File: src/rtl/rng_pkg.sv
package rng_pkg;
    parameter int SAMPLE_W = 6;

    typedef logic [SAMPLE_W-1:0] sample_t;

    typedef struct packed {
        logic    seen;
        sample_t hi;
        sample_t lo;
    } extent_t;

    localparam extent_t EXTENT_EMPTY = '{seen: 1'b0, hi: '0, lo: '0};

    function automatic sample_t span_of(extent_t e);
        return e.seen ? sample_t'(e.hi - e.lo) : '0;
    endfunction

    function automatic extent_t absorb(extent_t e, sample_t s);
        extent_t r;
        if (!e.seen) begin
            r = '{seen: 1'b1, hi: s, lo: s};
        end else begin
            r.seen = 1'b1;
            r.hi   = (s > e.hi) ? s : e.hi;
            r.lo   = (s < e.lo) ? s : e.lo;
        end
        return r;
    endfunction
endpackage

File: src/rtl/rng_extent_track.sv
module rng_extent_track
    import rng_pkg::*;
(
    input  logic    clk,
    input  logic    rst,
    input  logic    take,
    input  sample_t sample,
    output extent_t nxt,
    output extent_t cur
);
    always_comb begin
        if (rst)       nxt = EXTENT_EMPTY;
        else if (take) nxt = absorb(cur, sample);
        else           nxt = cur;
    end

    always_ff @(posedge clk) begin
        cur <= nxt;
    end

    AST_ORDERED: assert property (@(posedge clk) disable iff (rst)
        cur.seen |-> (cur.hi >= cur.lo)) else $error("hi below lo");

    AST_FIRST_LOADS_BOTH: assert property (@(posedge clk) disable iff (rst)
        ($past(take) && !$past(rst) && !$past(cur.seen)) |-> (cur.seen && cur.hi == cur.lo))
        else $error("first sample did not load both");
endmodule

File: src/rtl/rng_span_reg.sv
module rng_span_reg
    import rng_pkg::*;
(
    input  logic    clk,
    input  logic    rst,
    input  logic    load,
    input  extent_t src,
    output sample_t span
);
    always_ff @(posedge clk) begin
        if (rst)       span <= '0;
        else if (load) span <= span_of(src);
    end
endmodule

File: src/rtl/range_span_detector.sv
module range_span_detector
    import rng_pkg::*;
(
    input  logic                clk,
    input  logic                rst,
    input  logic                data_en,
    input  logic [SAMPLE_W-1:0] data_in,
    output logic [SAMPLE_W-1:0] data_out
);
    extent_t ext_nxt;
    extent_t ext_cur;

    rng_extent_track u_track (
        .clk    (clk),
        .rst    (rst),
        .take   (data_en),
        .sample (data_in),
        .nxt    (ext_nxt),
        .cur    (ext_cur)
    );

    rng_span_reg u_span (
        .clk  (clk),
        .rst  (rst),
        .load (data_en),
        .src  (ext_nxt),
        .span (data_out)
    );

    AST_RST_CLEARS: assert property (@(posedge clk) disable iff (rst)
        $past(rst) |-> (data_out == '0)) else $error("reset did not clear");

    AST_IDLE_HOLDS: assert property (@(posedge clk) disable iff (rst)
        (!$past(rst) && !$past(data_en)) |-> (data_out == $past(data_out)))
        else $error("output moved while idle");

    AST_NEVER_SHRINKS: assert property (@(posedge clk) disable iff (rst)
        !$past(rst) |-> (data_out >= $past(data_out))) else $error("spread shrank");
endmodule

File: config.mk
export PLATFORM = sky130hd
export DESIGN_NAME = range_span_detector
export DESIGN_NICKNAME = d
export VERILOG_FILES = /design/src/rtl/rng_pkg.sv /design/src/rtl/rng_extent_track.sv /design/src/rtl/rng_span_reg.sv /design/src/rtl/range_span_detector.sv
export SDC_FILE = /design/constraint.sdc
export NUM_CORES = 1
export LEC_CHECK = 0
export ABC_AREA = 1
export BUFFER_PORTS_ARGS = -buffer_cell sky130_fd_sc_hd__buf_2
export CAP_MARGIN = 20
export CORE_MARGIN = 2
export CORE_UTILIZATION = 61
export CTS_CLUSTER_DIAMETER = 30
export DETAILED_ROUTE_END_ITERATION = 10
export PLACE_DENSITY = 0.87
export SYNTH_ARGS = -nofsm -noshare
export SYNTH_HDL_FRONTEND = slang
export SYNTH_SLANG_ARGS = --single-unit
File: constraint.sdc
create_clock -name clk -period 8.6 [get_ports clk]
set_input_delay 1.72 -clock clk [delete_from_list [all_inputs] [get_ports clk]]
set_output_delay 1.72 -clock clk [all_outputs]
set_load 0.03 [all_outputs]
== Yosys cells after proc, flatten, opt, wreduce, memory -nomap -nowiden ==
Cells that the tools add are included.
Storage, ports and cells
  input port bits: 9
  output and inout port bits: 6
  bits in registers: 19
Operators by class
  magnitude comparators: 2
  add/subtract/negate cells: 1
  mux-type cells: 6
Operators by type and width (number)
  $mux 13: 2
  $mux 6: 3
  $mux 12: 1
  $gt 6x6->1: 1
  $lt 6x6->1: 1
  $sub 6x6->6: 1

== Longest topological paths before layout ==
  word-level depth: 7
  mapped depth: 24
  mapped depth without buffers: 24

== By module ==
Synthesis repeated with hierarchy kept, for this count alone.
Second synthesis, totals
  cell total of the unflattened synthesis: 197
  area total of the unflattened synthesis: 1297.5 um2
Modules (own cells, without submodules)
  rng_extent_track: cells each 129, sequential area each 260.2 um2, instances 1, area each 847.1 um2
  rng_span_reg: cells each 68, sequential area each 120.1 um2, instances 1, area each 450.4 um2

== Worst setup path after synthesis ==
OpenSTA, ideal clock, no wires.
  path kind: input to register
  start point: input data_in[5]
  end point: register u_span.span[4]
  setup time: 117 ps
  required time: 8483 ps
  data arrival time: 3872 ps
  buffers on the path: 0
  cell stages on the path: 19
  setup slack: 4610 ps
  cells stage by stage: ha_1 nand2_1 inv_1 a21oi_2 nand2_1 nand2_1 nand2_4 inv_2 o21ai_0 a21oi_1 ha_1 inv_1 fa_1 nand2_1 nand2_1 a21oi_1 nor2_1 o221ai_1 inv_1
RTL lines
  from (decl): line range_span_detector.sv:7  | input logic [SAMPLE_W-1:0] data_in,
  to (signal assigned): line rng_span_reg.sv:12  | else if (load) span <= span_of(src);
  to (decl): line rng_span_reg.sv:8  | output sample_t span

==> metrics <==
status finished clean; Seq/Total Area, Yosys 29.3%; fmax 0.244 GHz; Die Y 50.1 um; Worst-Margin Slew 0.399 ns; distinct cell type count after synthesis 25; critical path data required time just under 9 ns; Max transition margin 73.4%; Iter 0 DRT Violations 14; CTS buffer count 3; first-pass GRT wire length 4.36 mm; Clock Latency Late Sink 0.30 ns; CTS sink count 19; Crit-path slowest cell fa_1; remaining antenna violation count 0; Leak 0.720 nW; Synthesis Warnings 0; vias in the first global route 1113; endpoint class of the critical path register; power per cell area 166 mW/mm^2; Nets 215; worst hold path type reg -> reg; RSZ-0062 raised after global routing false; largest net degree at the start of global routing 20; syn avg cell area 7.46 um^2; Syn Nets 200; maxcap violations 0; critical path type in -> reg; total track usage around 22%; most frequent cells in the layout inv_1 (34), nand2_1 (30), dfxtp_1 (19); layout cells sized above 1 20.2%; Synth Instances 174; Chip Width ~50 um; row count 16; starting density of the core 65.5%; root buffer cell clkbuf_4; WL per Instance 11.5 um; initial antenna violation count 0; crit-path cells buf_2 > ha_1 > nand2_1 > inv_1 > a21oi_2 > nand2_1 > nand2_1 > nand2_4 > inv_2 > o21ai_0 > a21oi_1 > ha_1 > inv_1 > fa_1 > nand2_1 > nand2_1 > a21oi_1 > nor2_1 > o221ai_1 > inv_1; Via density 5.15; Area Growth Syn to Fin 6.75%; TritonCTS clock tree yes; Final TNS setup 0 ns; most common cell after layout, fill and taps aside inv_1; Startpoint Class input port; Hold Slack 0.499 ns; synthesized area 0.00130 mm^2; Peak VDD IR 0.136 mV; post-CTS resize count 0; Final period util 47.6%; Cell Count, Final, Fillers Out 215; fillers between 150 and 200; Setup Viol. Count Final 0; Slew Viols, Final 0; Inserted Diodes 0; min Tclk post-route 4.09 ns; CORE AREA 0.00198 mm^2; # hold bufs at CTS 0; vias approximately 1100; Max FO, Critical Path 6; port bufs 14; # H-tree levels 1; HPWL Detailed 1.96 mm; final hold viol count 0; largest incremental delay on the critical path 0.40 ns; die area 0.00251 mm^2; buffer count from post-CTS setup fixing 0; drt first pass iters 4; Post-Place Cells 211; I/O Pins 15; RD Place Congestion 0.804; Top cell by count, worst path nand2_1; final WL between 2 and 2.5 mm; arrival time of the worst setup path ~4.3 ns; Clock Skews 0.00600 ns; DRC Markers 0; number of synthesized register bits 19; clock slew at reported path FFs about 0.1 ns; clock buffer depth 2; Overflow after GRT 0
## worst max-delay path, delay by kind of cell
kind / cells / cell delay [ns]
fa+ha+maj: 3 / 0.87
compound gates: 5 / 0.72
simple gates: 7 / 0.55
buf+inv: 5 / 0.43
## sequential cells by signal, indices dropped and copies added, names as in the netlist
name and count:
u_track.cur 13, u_span.span 6
## layer usage
metal	track usage, %	wire length [um]	up-vias
li1	-	-	575
met1	24.2	1080	504
met2	42.8	1260	24
met3	2.12	113	4
met4	9.26	23	0
met5	0	0	-
## cells by family (layout without fill, tap and decap cells)
| logic type | after synthesis | count (layout) | share of synthesized area, % |
|---|---|---|---|
| AND/OR/NAND/NOR | 70 | 70 | 27.7 |
| buffers and inverters | 40 | 54 | 13.7 |
| AO/OA/AOI/OAI | 26 | 26 | 11.0 |
| flip-flops | 19 | 19 | 29.3 |
| adder cells (fa/ha/maj) | 17 | 17 | 17.0 |
| XOR/XNOR | 2 | 2 | 1.35 |
## synth_stat cells, drive strengths merged
| cell | number | area, um^2 |
|---|---|---|
| nand3 | 8 | 50.1 |
| clkbuf | 3 | 31.3 |
| ha | 16 | 200 |
| nand2 | 38 | 173 |
| fa | 1 | 20.0 |
| xnor2 | 1 | 8.76 |
| a31oi | 1 | 6.26 |
| a21oi | 15 | 82.6 |
| xor2 | 1 | 8.76 |
| inv | 36 | 135 |
| o221ai | 1 | 8.76 |
| nor2 | 17 | 73.8 |
| buf | 1 | 11.3 |
| o21ai | 9 | 45.0 |
| nor3 | 5 | 50.1 |
| nand4 | 2 | 12.5 |
| dfxtp | 19 | 380 |
## worst paths after layout
path / from / end / slack, ns / cells after the start
min reg2reg: u_track.cur[10]$_DFF_P_ / u_track.cur[10]$_DFF_P_ / 0.50 / 2
max reg2reg: u_track.cur[5]$_DFF_P_ / u_span.span[4]$_SDFFE_PP0P_ / 5.68 / 20
min: u_track.cur[10]$_DFF_P_ / u_track.cur[10]$_DFF_P_ / 0.50 / 2
max: data_in[5] / u_span.span[4]$_SDFFE_PP0P_ / 4.51 / 20
## final cells by class
| type | instances | area, um^2 | share of cell area (%) |
|---|---|---|---|
| clock buffers | 4 | 26.3 | 1.90 |
| repair buffers | 14 | 70.1 | 5.06 |
| multi-input cells | 115 | 739 | 53.4 |
| flip-flops and latches | 19 | 380 | 27.5 |
| inverters | 36 | 135 | 9.76 |
| well taps | 27 | 33.8 | 2.44 |
## through the flow
step | utilization (%) | area, um^2 | power [mW] | setup slack [ns]
after floorplan | - | 1300 | 0.168 | 4.61
after global placement | 68.6 | 1360 | 0.182 | 4.31
after detailed placement | 68.6 | 1360 | 0.186 | 4.16
after CTS | 69.9 | 1390 | 0.231 | 4.49
after global routing | 69.9 | 1390 | 0.245 | 4.22
final | 69.9 | 1390 | 0.229 | 4.51
## power by group
group	internal, mW	leakage [nW]	total, mW	switching [mW]
logic	0.0305	0.547	0.0842	0.0538
clock network	0.0181	0.0150	0.0444	0.0264
registers	0.0968	0.158	0.101	0.00399
total	0.145	0.720	0.229	0.0841
(Power assumes the default switching activity.)
